==> src/rtl/sst_pkg.sv <==
package sst_pkg;
  localparam int ST_CNT_W = 32;
  localparam int ST_LAT_W = 28;
  localparam int ST_CYC_W = 28;
  localparam int ST_TAI_W = 40;
  localparam int ST_TAI_KEEP = 32;

  typedef struct packed {
    logic [ST_CNT_W-1:0]    sent;
    logic [ST_CNT_W-1:0]    rcvd;
    logic [ST_CNT_W-1:0]    lost;
    logic [ST_CNT_W-1:0]    blk;
    logic [ST_LAT_W-1:0]    lat_max;
    logic [ST_LAT_W-1:0]    lat_min;
    logic [31:0]            sum_lo;
    logic [31:0]            sum_hi;
    logic [ST_CNT_W-1:0]    lat_n;
    logic                   ovf;
    logic [ST_CYC_W-1:0]    ts_cyc;
    logic [ST_TAI_KEEP-1:0] ts_tai;
  } stats_t;
endpackage

==> src/rtl/sst_event_cnt.sv <==
module sst_event_cnt #(
  parameter int W        = 32,
  parameter int INC_W    = 1,
  parameter bit SATURATE = 1'b0
) (
  input  logic             clk,
  input  logic             rst,
  input  logic             clr,
  input  logic             inc_en,
  input  logic [INC_W-1:0] inc_val,
  output logic [W-1:0]     cnt
);
  localparam logic [W-1:0] CNT_MAX = '1;

  logic [W:0] sum_ext;
  assign sum_ext = {1'b0, cnt} + (W+1)'(inc_val);

  generate
    if (SATURATE) begin : g_sat
      always_ff @(posedge clk) begin
        if (rst || clr)  cnt <= '0;
        else if (inc_en) cnt <= sum_ext[W] ? CNT_MAX : sum_ext[W-1:0];
      end
      // a saturating counter never goes down except on clear
      p_sat_mono_r4: assert property (@(posedge clk) disable iff (rst)
        !clr |=> cnt >= $past(cnt));
    end else begin : g_wrap
      always_ff @(posedge clk) begin
        if (rst || clr)  cnt <= '0;
        else if (inc_en) cnt <= sum_ext[W-1:0];
      end
    end
  endgenerate

  p_clear_r1: assert property (@(posedge clk) disable iff (rst)
    clr |=> cnt == '0);
  p_idle_r3: assert property (@(posedge clk) disable iff (rst)
    (!clr && !inc_en) |=> $stable(cnt));
endmodule

==> src/rtl/sst_lat_track.sv <==
module sst_lat_track #(
  parameter int LAT_W = 28,
  parameter int SUM_W = 64,
  parameter int NUM_W = 32
) (
  input  logic             clk,
  input  logic             rst,
  input  logic             clr,
  input  logic             vld,
  input  logic [LAT_W-1:0] lat,
  output logic [LAT_W-1:0] lat_max,
  output logic [LAT_W-1:0] lat_min,
  output logic [SUM_W-1:0] sum,
  output logic [NUM_W-1:0] num,
  output logic             ovf
);
  localparam logic [LAT_W-1:0] MIN_INIT = '1;

  logic [SUM_W:0] sum_nxt;
  assign sum_nxt = {1'b0, sum} + (SUM_W+1)'(lat);

  always_ff @(posedge clk) begin
    if (rst || clr) begin
      lat_max <= '0;
      lat_min <= MIN_INIT;
      sum     <= '0;
      num     <= '0;
      ovf     <= 1'b0;
    end else if (vld) begin
      if (lat > lat_max) lat_max <= lat;
      if (lat < lat_min) lat_min <= lat;
      sum <= sum_nxt[SUM_W-1:0];
      num <= num + 1'b1;
      if (sum_nxt[SUM_W]) ovf <= 1'b1;
    end
  end

  p_clear_r1: assert property (@(posedge clk) disable iff (rst)
    clr |=> (lat_max == '0 && lat_min == MIN_INIT && num == '0 && !ovf));
  p_bounds_r5: assert property (@(posedge clk) disable iff (rst)
    (vld && !clr) |=> (lat_max >= $past(lat) && lat_min <= $past(lat)));
  p_count_r6: assert property (@(posedge clk) disable iff (rst)
    (vld && !clr) |=> num == $past(num) + 1'b1);
  p_sticky_r7: assert property (@(posedge clk) disable iff (rst)
    (ovf && !clr) |=> ovf);
endmodule

==> src/rtl/sst_freeze.sv <==
module sst_freeze #(
  parameter int           W       = 8,
  parameter logic [W-1:0] RST_VAL = '0
) (
  input  logic         clk,
  input  logic         rst,
  input  logic         snap,
  input  logic [W-1:0] live,
  output logic [W-1:0] held
);
  logic snap_q;
  logic hold;
  assign hold = snap && snap_q;

  always_ff @(posedge clk) begin
    if (rst) begin
      snap_q <= 1'b0;
      held   <= RST_VAL;
    end else begin
      snap_q <= snap;
      if (!hold) held <= live;
    end
  end

  p_freeze_r8: assert property (@(posedge clk) disable iff (rst)
    hold |=> $stable(held));
  p_follow_r9: assert property (@(posedge clk) disable iff (rst)
    !snap |=> held == $past(live));
endmodule

==> src/rtl/stream_stats_top.sv <==
module stream_stats_top
  import sst_pkg::*;
#(
  parameter int SUM_W = 64,
  parameter int SEQ_W = 16
) (
  input  logic                   clk,
  input  logic                   rst,
  input  logic                   stat_clr_i,
  input  logic                   seq_clr_i,
  input  logic                   snap_i,
  input  logic                   tx_frame_i,
  input  logic                   rx_frame_i,
  input  logic                   loss_i,
  input  logic [ST_CNT_W-1:0]    loss_num_i,
  input  logic                   blk_loss_i,
  input  logic                   lat_vld_i,
  input  logic [ST_LAT_W-1:0]    lat_i,
  input  logic [ST_TAI_W-1:0]    tai_i,
  input  logic [ST_CYC_W-1:0]    cyc_i,
  output logic [SEQ_W-1:0]       seq_o,
  output logic [ST_CNT_W-1:0]    sent_o,
  output logic [ST_CNT_W-1:0]    rcvd_o,
  output logic [ST_CNT_W-1:0]    lost_o,
  output logic [ST_CNT_W-1:0]    blk_o,
  output logic [ST_LAT_W-1:0]    lat_max_o,
  output logic [ST_LAT_W-1:0]    lat_min_o,
  output logic [31:0]            sum_lo_o,
  output logic [31:0]            sum_hi_o,
  output logic [ST_CNT_W-1:0]    lat_n_o,
  output logic                   sum_ovf_o,
  output logic [ST_CYC_W-1:0]    ts_cyc_o,
  output logic [ST_TAI_KEEP-1:0] ts_tai_o
);
  localparam int HI_W   = SUM_W - 32;
  localparam int ST_W   = $bits(stats_t);
  localparam int N_UNIT = 3;

  localparam stats_t RST_STATS = '{
    sent: '0, rcvd: '0, lost: '0, blk: '0, lat_max: '0,
    lat_min: '1, sum_lo: '0, sum_hi: '0, lat_n: '0, ovf: 1'b0,
    ts_cyc: '0, ts_tai: '0};

  // unit counters: 0 sent, 1 received, 2 block loss
  logic [N_UNIT-1:0]   unit_ev;
  logic [ST_CNT_W-1:0] unit_cnt [N_UNIT];
  assign unit_ev = {blk_loss_i, rx_frame_i, tx_frame_i};

  generate
    for (genvar i = 0; i < N_UNIT; i++) begin : g_unit
      sst_event_cnt #(.W(ST_CNT_W), .INC_W(1), .SATURATE(1'b0)) u_cnt (
        .clk(clk), .rst(rst), .clr(stat_clr_i), .inc_en(unit_ev[i]),
        .inc_val(1'b1), .cnt(unit_cnt[i]));
    end
  endgenerate

  logic [ST_CNT_W-1:0] lost_cnt;
  sst_event_cnt #(.W(ST_CNT_W), .INC_W(ST_CNT_W), .SATURATE(1'b1)) u_lost (
    .clk(clk), .rst(rst), .clr(stat_clr_i), .inc_en(loss_i),
    .inc_val(loss_num_i), .cnt(lost_cnt));

  logic [ST_LAT_W-1:0] lmax, lmin;
  logic [SUM_W-1:0]    lsum;
  logic [ST_CNT_W-1:0] lnum;
  logic                lovf;
  sst_lat_track #(.LAT_W(ST_LAT_W), .SUM_W(SUM_W), .NUM_W(ST_CNT_W)) u_lat (
    .clk(clk), .rst(rst), .clr(stat_clr_i), .vld(lat_vld_i), .lat(lat_i),
    .lat_max(lmax), .lat_min(lmin), .sum(lsum), .num(lnum), .ovf(lovf));

  logic [ST_CYC_W-1:0]    stamp_cyc;
  logic [ST_TAI_KEEP-1:0] stamp_tai;
  always_ff @(posedge clk) begin
    if (rst) begin
      stamp_cyc <= '0;
      stamp_tai <= '0;
    end else if (stat_clr_i) begin
      stamp_cyc <= cyc_i;
      stamp_tai <= tai_i[ST_TAI_KEEP-1:0];
    end
  end

  always_ff @(posedge clk) begin
    if (rst || seq_clr_i) seq_o <= '0;
    else if (tx_frame_i)  seq_o <= seq_o + 1'b1;
  end

  logic [31:0] sum_hi_w;
  always_comb begin
    sum_hi_w = '0;
    sum_hi_w[HI_W-1:0] = lsum[SUM_W-1:32];
  end

  stats_t live, frz;
  always_comb begin
    live.sent    = unit_cnt[0];
    live.rcvd    = unit_cnt[1];
    live.blk     = unit_cnt[2];
    live.lost    = lost_cnt;
    live.lat_max = lmax;
    live.lat_min = lmin;
    live.sum_lo  = lsum[31:0];
    live.sum_hi  = sum_hi_w;
    live.lat_n   = lnum;
    live.ovf     = lovf;
    live.ts_cyc  = stamp_cyc;
    live.ts_tai  = stamp_tai;
  end

  sst_freeze #(.W(ST_W), .RST_VAL(RST_STATS)) u_frz (
    .clk(clk), .rst(rst), .snap(snap_i), .live(live), .held(frz));

  assign sent_o    = frz.sent;
  assign rcvd_o    = frz.rcvd;
  assign lost_o    = frz.lost;
  assign blk_o     = frz.blk;
  assign lat_max_o = frz.lat_max;
  assign lat_min_o = frz.lat_min;
  assign sum_lo_o  = frz.sum_lo;
  assign sum_hi_o  = frz.sum_hi;
  assign lat_n_o   = frz.lat_n;
  assign sum_ovf_o = frz.ovf;
  assign ts_cyc_o  = frz.ts_cyc;
  assign ts_tai_o  = frz.ts_tai;

  p_stamp_r2: assert property (@(posedge clk) disable iff (rst)
    stat_clr_i |=> (stamp_cyc == $past(cyc_i) &&
                    stamp_tai == $past(tai_i[ST_TAI_KEEP-1:0])));
  p_stamp_hold_r2: assert property (@(posedge clk) disable iff (rst)
    !stat_clr_i |=> ($stable(stamp_cyc) && $stable(stamp_tai)));
  p_seq_clr_r10: assert property (@(posedge clk) disable iff (rst)
    seq_clr_i |=> seq_o == '0);
  p_seq_indep_r10: assert property (@(posedge clk) disable iff (rst)
    (!seq_clr_i && !tx_frame_i) |=> $stable(seq_o));
endmodule

==> config.mk <==
export PLATFORM = sky130hd
export DESIGN_NAME = stream_stats_top
export DESIGN_NICKNAME = d
export VERILOG_FILES = /design/src/rtl/sst_pkg.sv /design/src/rtl/sst_event_cnt.sv /design/src/rtl/sst_lat_track.sv /design/src/rtl/sst_freeze.sv /design/src/rtl/stream_stats_top.sv
export SDC_FILE = /design/constraint.sdc
export NUM_CORES = 2
export LEC_CHECK = 0
export ABC_AREA = 1
export BUFFER_PORTS_ARGS = -buffer_cell sky130_fd_sc_hd__buf_2
export CAP_MARGIN = 20
export CORE_MARGIN = 3
export CORE_UTILIZATION = 45
export DETAILED_ROUTE_END_ITERATION = 8
export PLACE_DENSITY = 0.74
export SLEW_MARGIN = 40
export SYNTH_ARGS = -nofsm -noshare
export SYNTH_HDL_FRONTEND = slang
export SYNTH_SLANG_ARGS = --single-unit
==> constraint.sdc <==
create_clock -name clk -period 3.1 [get_ports clk]
set_input_delay 0.93 -clock clk [delete_from_list [all_inputs] [get_ports clk]]
set_output_delay 0.93 -clock clk [all_outputs]
set_load 0.05 [all_outputs]
## Yosys cells after proc, flatten, opt, wreduce, memory -nomap -nowiden

Cells that the tools add are included.

- Register bits: 699
- Input port bits: 138
- Output and inout port bits: 357
- Word-level logic and storage cells: 30

- Order comparisons: 2
- Muxes and demuxes: 1
- Add/subtract/negate cells: 7
- Reduce and logical (&&, ||, !) cells: 6

Operator list:

| cell | count |
|---|---|
| $add 32x1->32 const B | 4 |
| $add 64x28->65 | 1 |
| $add 32x32->33 | 1 |
| $mux 32 | 1 |
| $gt 28x28->1 | 1 |
| $lt 28x28->1 | 1 |
| $add 16x1->16 const B | 1 |
| $reduce_and 2->1 | 3 |
| $logic_or 1x1->1 | 2 |
| $logic_and 1x1->1 | 1 |

## Longest topological paths before layout

- Depth in word-level cells: 2
- Mapped depth: 15
- Depth with buffers taken out: 15

## By module

Synthesis repeated with hierarchy kept, for this count alone.

- Cells, all modules: 5700
- Area, all modules: 36593.8 sq um

Modules (own cells, without submodules):

| module | area each (sq um) | instances | cells an instance | seq. area each (sq um) |
|---|---|---|---|---|
| sst_freeze | 13674.4 | 1 | 2110 | 6846.6 |
| sst_lat_track | 10690.3 | 1 | 1686 | 3062.9 |
| sst_event_cnt (g_unit[0].u_cnt ...) | 1886.8 | 3 | 285 | 640.6 |
| sst_event_cnt (u_lost) | 3701.0 | 1 | 671 | 640.6 |
| stream_stats_top | 2867.8 | 1 | 378 | 1521.5 |

## Least setup slack after synthesis

OpenSTA, ideal clock, no wires.

- Path kind: input-to-reg
- From: input port loss_num_i[0]
- To: register u_lost.cnt[31]
- Cell stages on the path: 12
- Data required time: 2.983 ns
- Arrival: 2.511 ns
- Path buffers: 0
- Setup slack: 0.472 ns
- Setup time: 0.117 ns
- Path through: ha_1 > fa_1 > nand3_1 > nand3_1 > nand2_1 > nand2_1 > nand2_1 > nand2_2 > a21oi_1 > nand2_1 > nor2_1 > nor2_1

- Cells in the longest elaborated chain, start to end: 2

RTL lines:

| what | line | text |
|---|---|---|
| start: declaration | stream_stats_top.sv:15 | `input logic [ST_CNT_W-1:0] loss_num_i,` |
| $add 32x32->33 | sst_event_cnt.sv:16 | `assign sum_ext = {1'b0, cnt} + (W+1)'(inc_val);` |
| $mux 32 | sst_event_cnt.sv:22 | `else if (inc_en) cnt <= sum_ext[W] ? CNT_MAX : sum_ext[W-1:0];` |
| end signal: assignment | sst_event_cnt.sv:22 |  |
| end: declaration | sst_event_cnt.sv:11 | `output logic [W-1:0] cnt` |

Every way passes these cells.
A chain may end at the register's enable or synchronous reset.

## Final worst setup path

- From: input port lat_i[0]
- To: register u_lat.sum[52]

- Cells in the longest elaborated chain, start to end: 1

RTL lines:

| what | line | text |
|---|---|---|
| start: declaration | stream_stats_top.sv:18 | `input logic [ST_LAT_W-1:0] lat_i,` |
| $add 64x28->65 | sst_lat_track.sv:20 | `assign sum_nxt = {1'b0, sum} + (SUM_W+1)'(lat);` |
| end signal: assignment | sst_lat_track.sv:32 | `sum <= sum_nxt[SUM_W-1:0];` |
| end: declaration | sst_lat_track.sv:13 | `output logic [SUM_W-1:0] sum,` |

Every way passes these cells.

==> impl_metrics.ini <==
[sta]
relSlewSlack_pct = 50.92
fin_ws_ns = 0.6839
period_share_pct = 77.94
rsz0062_at_grt = no
tns_ns = 0
worst_pin_slew_ns = 0.7362
finalHoldViolCount = 0
period_needed_ns = 2.416
finClkSkew_ns = 0.02493
fmax_ghz = 0.4139
timing.final.max_slew_violations = 0
setup_viol = 0

[floorplanning]
coreArea_mm2 = 0.07076
fp.dieW_um = 274.8
start_util_pct = 45.94
dieArea_mm2 = 0.07550
chipHeight_um = 274.8
fp-row-count = 97
pin_count = 495

[cts]
cts_tree = done
cts_buffer_depth = 3
cts_resized = 0
cts.sinks = 699
cts-root-buf = clkbuf_16
postCtsSetupBuffers = 0
clkTransAtPathRegs_ns = 0.06
insertion_delay_ns = 0.63
htreeDepth = 3
hold_buffers = 0
numCtsBuffers = 76

[critical_path]
path_delay_family = simple AND/OR/NAND/NOR gates
path_depth = 13
required_ns = 3.62
crit_type = in2reg
slowest_stage = fa_1
regToRegSetupSlack_ns = 0.81
cp_cell_sequence = buf_2 -> ha_1 -> fa_1 -> nand3_1 -> nand3_2 -> nand3_1 -> nand3_1 -> nand3_1 -> nand2_2 -> nand3_1 -> nand2_1 -> nand2_1 -> nor2_1
critPathMaxStageDelay_ns = 0.39
path_common_cell = nand3_1
path_buf_inv = 1
worstPathArrival_ns = 2.93
startpoint_type = primary input
cp-end-kind = flop
r2r_cells = 13
worstPathMaxFanout = 15

[detailed_routing]
wl_per_cell_um = 16.40
drc_errors = 0
via_per_inst = 5.262
ant_nets = 0
drt-total-wl_um = 97570
firstDrtPassIters = 5
drt_iter0_markers = 2345
vias = 31297

[power_and_ir_drop]
p_per_area_mw_per_mm2 = 564.1
ir_drop_mv = 0.4276
power_leakage_nw = 17.31

[yosys]
synth-edff-count = 0
ys_async_sr_fraction_pct = 0
yosysMostFrequentCell = nor2_1
ys_types = 51
netlist_top_cells_count = nor2_1, dfxtp_1, nand2_1
synth_flop_cell = dfxtp_1
synth_seq_cells = 699
syn-instance-count = 4528
syn_avg_cell_area_um2 = 7.179
synth_top_area_share_pct = 43.05
syn_area_mm2 = 0.03251
synth_largest_area_cell = dfxtp_1
yosys_warnings = 0
ys_top_cells_by_area = dfxtp_1, nor2_1, o21ai_0
ys_seq_area_share_pct = 43.05
syn_nets = 4788

[place]
gp_congestion = 0.9335
io_buffers = 486
post-place-ws_ns = 0.09881
post-dp-hpwl_um = 70330

[global_route]
grt_pass1_wl_um = 153500
overflow = 0
grt.total_usage_pct = 24.97
antenna_found_initial = 5
grt_pass1_vias = 29279
grt_max_degree = 187

[cells_and_area]
area_growth_pct = 18.55
drive_gt1_share_pct = 15.52
nets = 5207

[hold_path]
hold_depth = 2
holdCritPathClass = reg2reg

[run_status]
outcome = complete, no violations

[job]
maxCapViolations = 0
[cell type report]
cell class                 instances  area, um2
antenna                            2      5.005
clock inverter                    37      459.2
fill                            6688      32220
sequential                       699      13990
multi-input combinational       3133      15840
tap                              940       1176
timing repair buffer             544       3068
inverter                         493       1864
clock buffer                     100       2133
[cell families (layout without fill, tap and decap cells)]
| kind of cell | count (synthesis) | after routing | synth area share, % |
|---|---|---|---|
| adders and majority gates | 122 | 122 | 4.742 |
| xor gates and xnor gates | 48 | 48 | 1.293 |
| buffers and inverters | 696 | 1174 | 8.337 |
| and+or+nand+nor | 1894 | 1894 | 25.46 |
| other | 0 | 2 | 0 |
| AOI/OAI and AO/OA | 1069 | 1069 | 17.12 |
| DFF | 699 | 699 | 43.05 |
[through the flow]
| stage | instances | hold slack [ns] | area (um2) | utilization (%) | power, mW |
|---|---|---|---|---|---|
| floorplan | 4528 | 0.4289 | 32510 | - | 11.66 |
| global placement | 5809 | 0.4379 | 35940 | 50.79 | 12.44 |
| detailed placement | 5809 | 0.4424 | 35940 | 50.79 | 12.48 |
| CTS | 5946 | 0.4578 | 38530 | 54.46 | 21.92 |
| global route | 5946 | 0.4835 | 38530 | 54.46 | 22.64 |
| finish | 5948 | 0.4536 | 38540 | 54.47 | 21.74 |
[cell usage in the layout, fill, tap and decap left out, types with 7 or more instances in the layout]
cell | Yosys | final
nor2_1 | 736 | 735
a21oi_1 | 450 | 449
nor3_1 | 78 | 78
nor3_4 | 7 | 7
o211ai_1 | 29 | 29
nor4_1 | 12 | 12
a31oi_1 | 11 | 10
xnor2_1 | 14 | 14
nand4_1 | 84 | 84
buf_2 | 17 | 486
bufinv_16 | 0 | 7
o21bai_1 | 8 | 8
nor3_2 | 17 | 17
inv_1 | 480 | 479
xor2_1 | 34 | 34
o21ai_1 | 16 | 16
clkbuf_1 | 158 | 11
o21a_1 | 12 | 12
nand3_1 | 179 | 179
inv_2 | 12 | 10
dfxtp_1 | 699 | 699
nand2_2 | 19 | 19
buf_12 | 0 | 16
nand2_1 | 682 | 681
ha_1 | 120 | 120
clkinv_2 | 0 | 16
clkbuf_8 | 0 | 12
nor2_2 | 11 | 11
clkbuf_16 | 0 | 77
nand3b_1 | 30 | 30
a21o_1 | 8 | 8
nand3_2 | 10 | 10
o21ai_0 | 519 | 519
buf_4 | 8 | 42
a21oi_2 | 11 | 12
[flip-flops by register name, summed over array words and instances (netlist names)]
name	flops
u_lat.lat_min	28
u_lat.lat_max	28
stamp_cyc	28
seq_o	16
u_lost.cnt	32
u_lat.num	32
u_lat.ovf	1
u_lat.sum	64
stamp_tai	32
u_frz.snap_q	1
u_frz.held	341
g_unit.u_cnt.cnt	96
[final timing paths]
check               startpoint                 to
min          u_lat.lat_min[26]  u_lat.lat_min[26]
min reg2reg  u_lat.lat_min[26]  u_lat.lat_min[26]
max reg2reg      u_lost.cnt[0]      u_lost.cnt[0]
max                   lat_i[0]      u_lat.sum[52]
[tightest hold or removal path: stages, from the launching register on]
cell	delay, ns
dfxtp_1	0.32
nand2_1	0.05
nand3_1	0.05
[per-layer routing]
metal  wire length [um]  share of wire [%]  vias to the layer above  GRT usage (%)
met3               7632                7.8                      199          5.102
met2              44610                 46                     1002          41.20
met4               3198                3.3                        6          8.588
met1              42080                 43                    14393          32.55
met5                 41              0.042                        -              0
li1                   -                  -                    15697              -
[power breakdown]
| group | internal, mW | switching [mW] |
|---|---|---|
| Sequential | 9.31 | 0.175 |
| Clock | 5.50 | 3.93 |
| Combinational | 0.800 | 2.03 |
(Power assumes the default switching activity.)
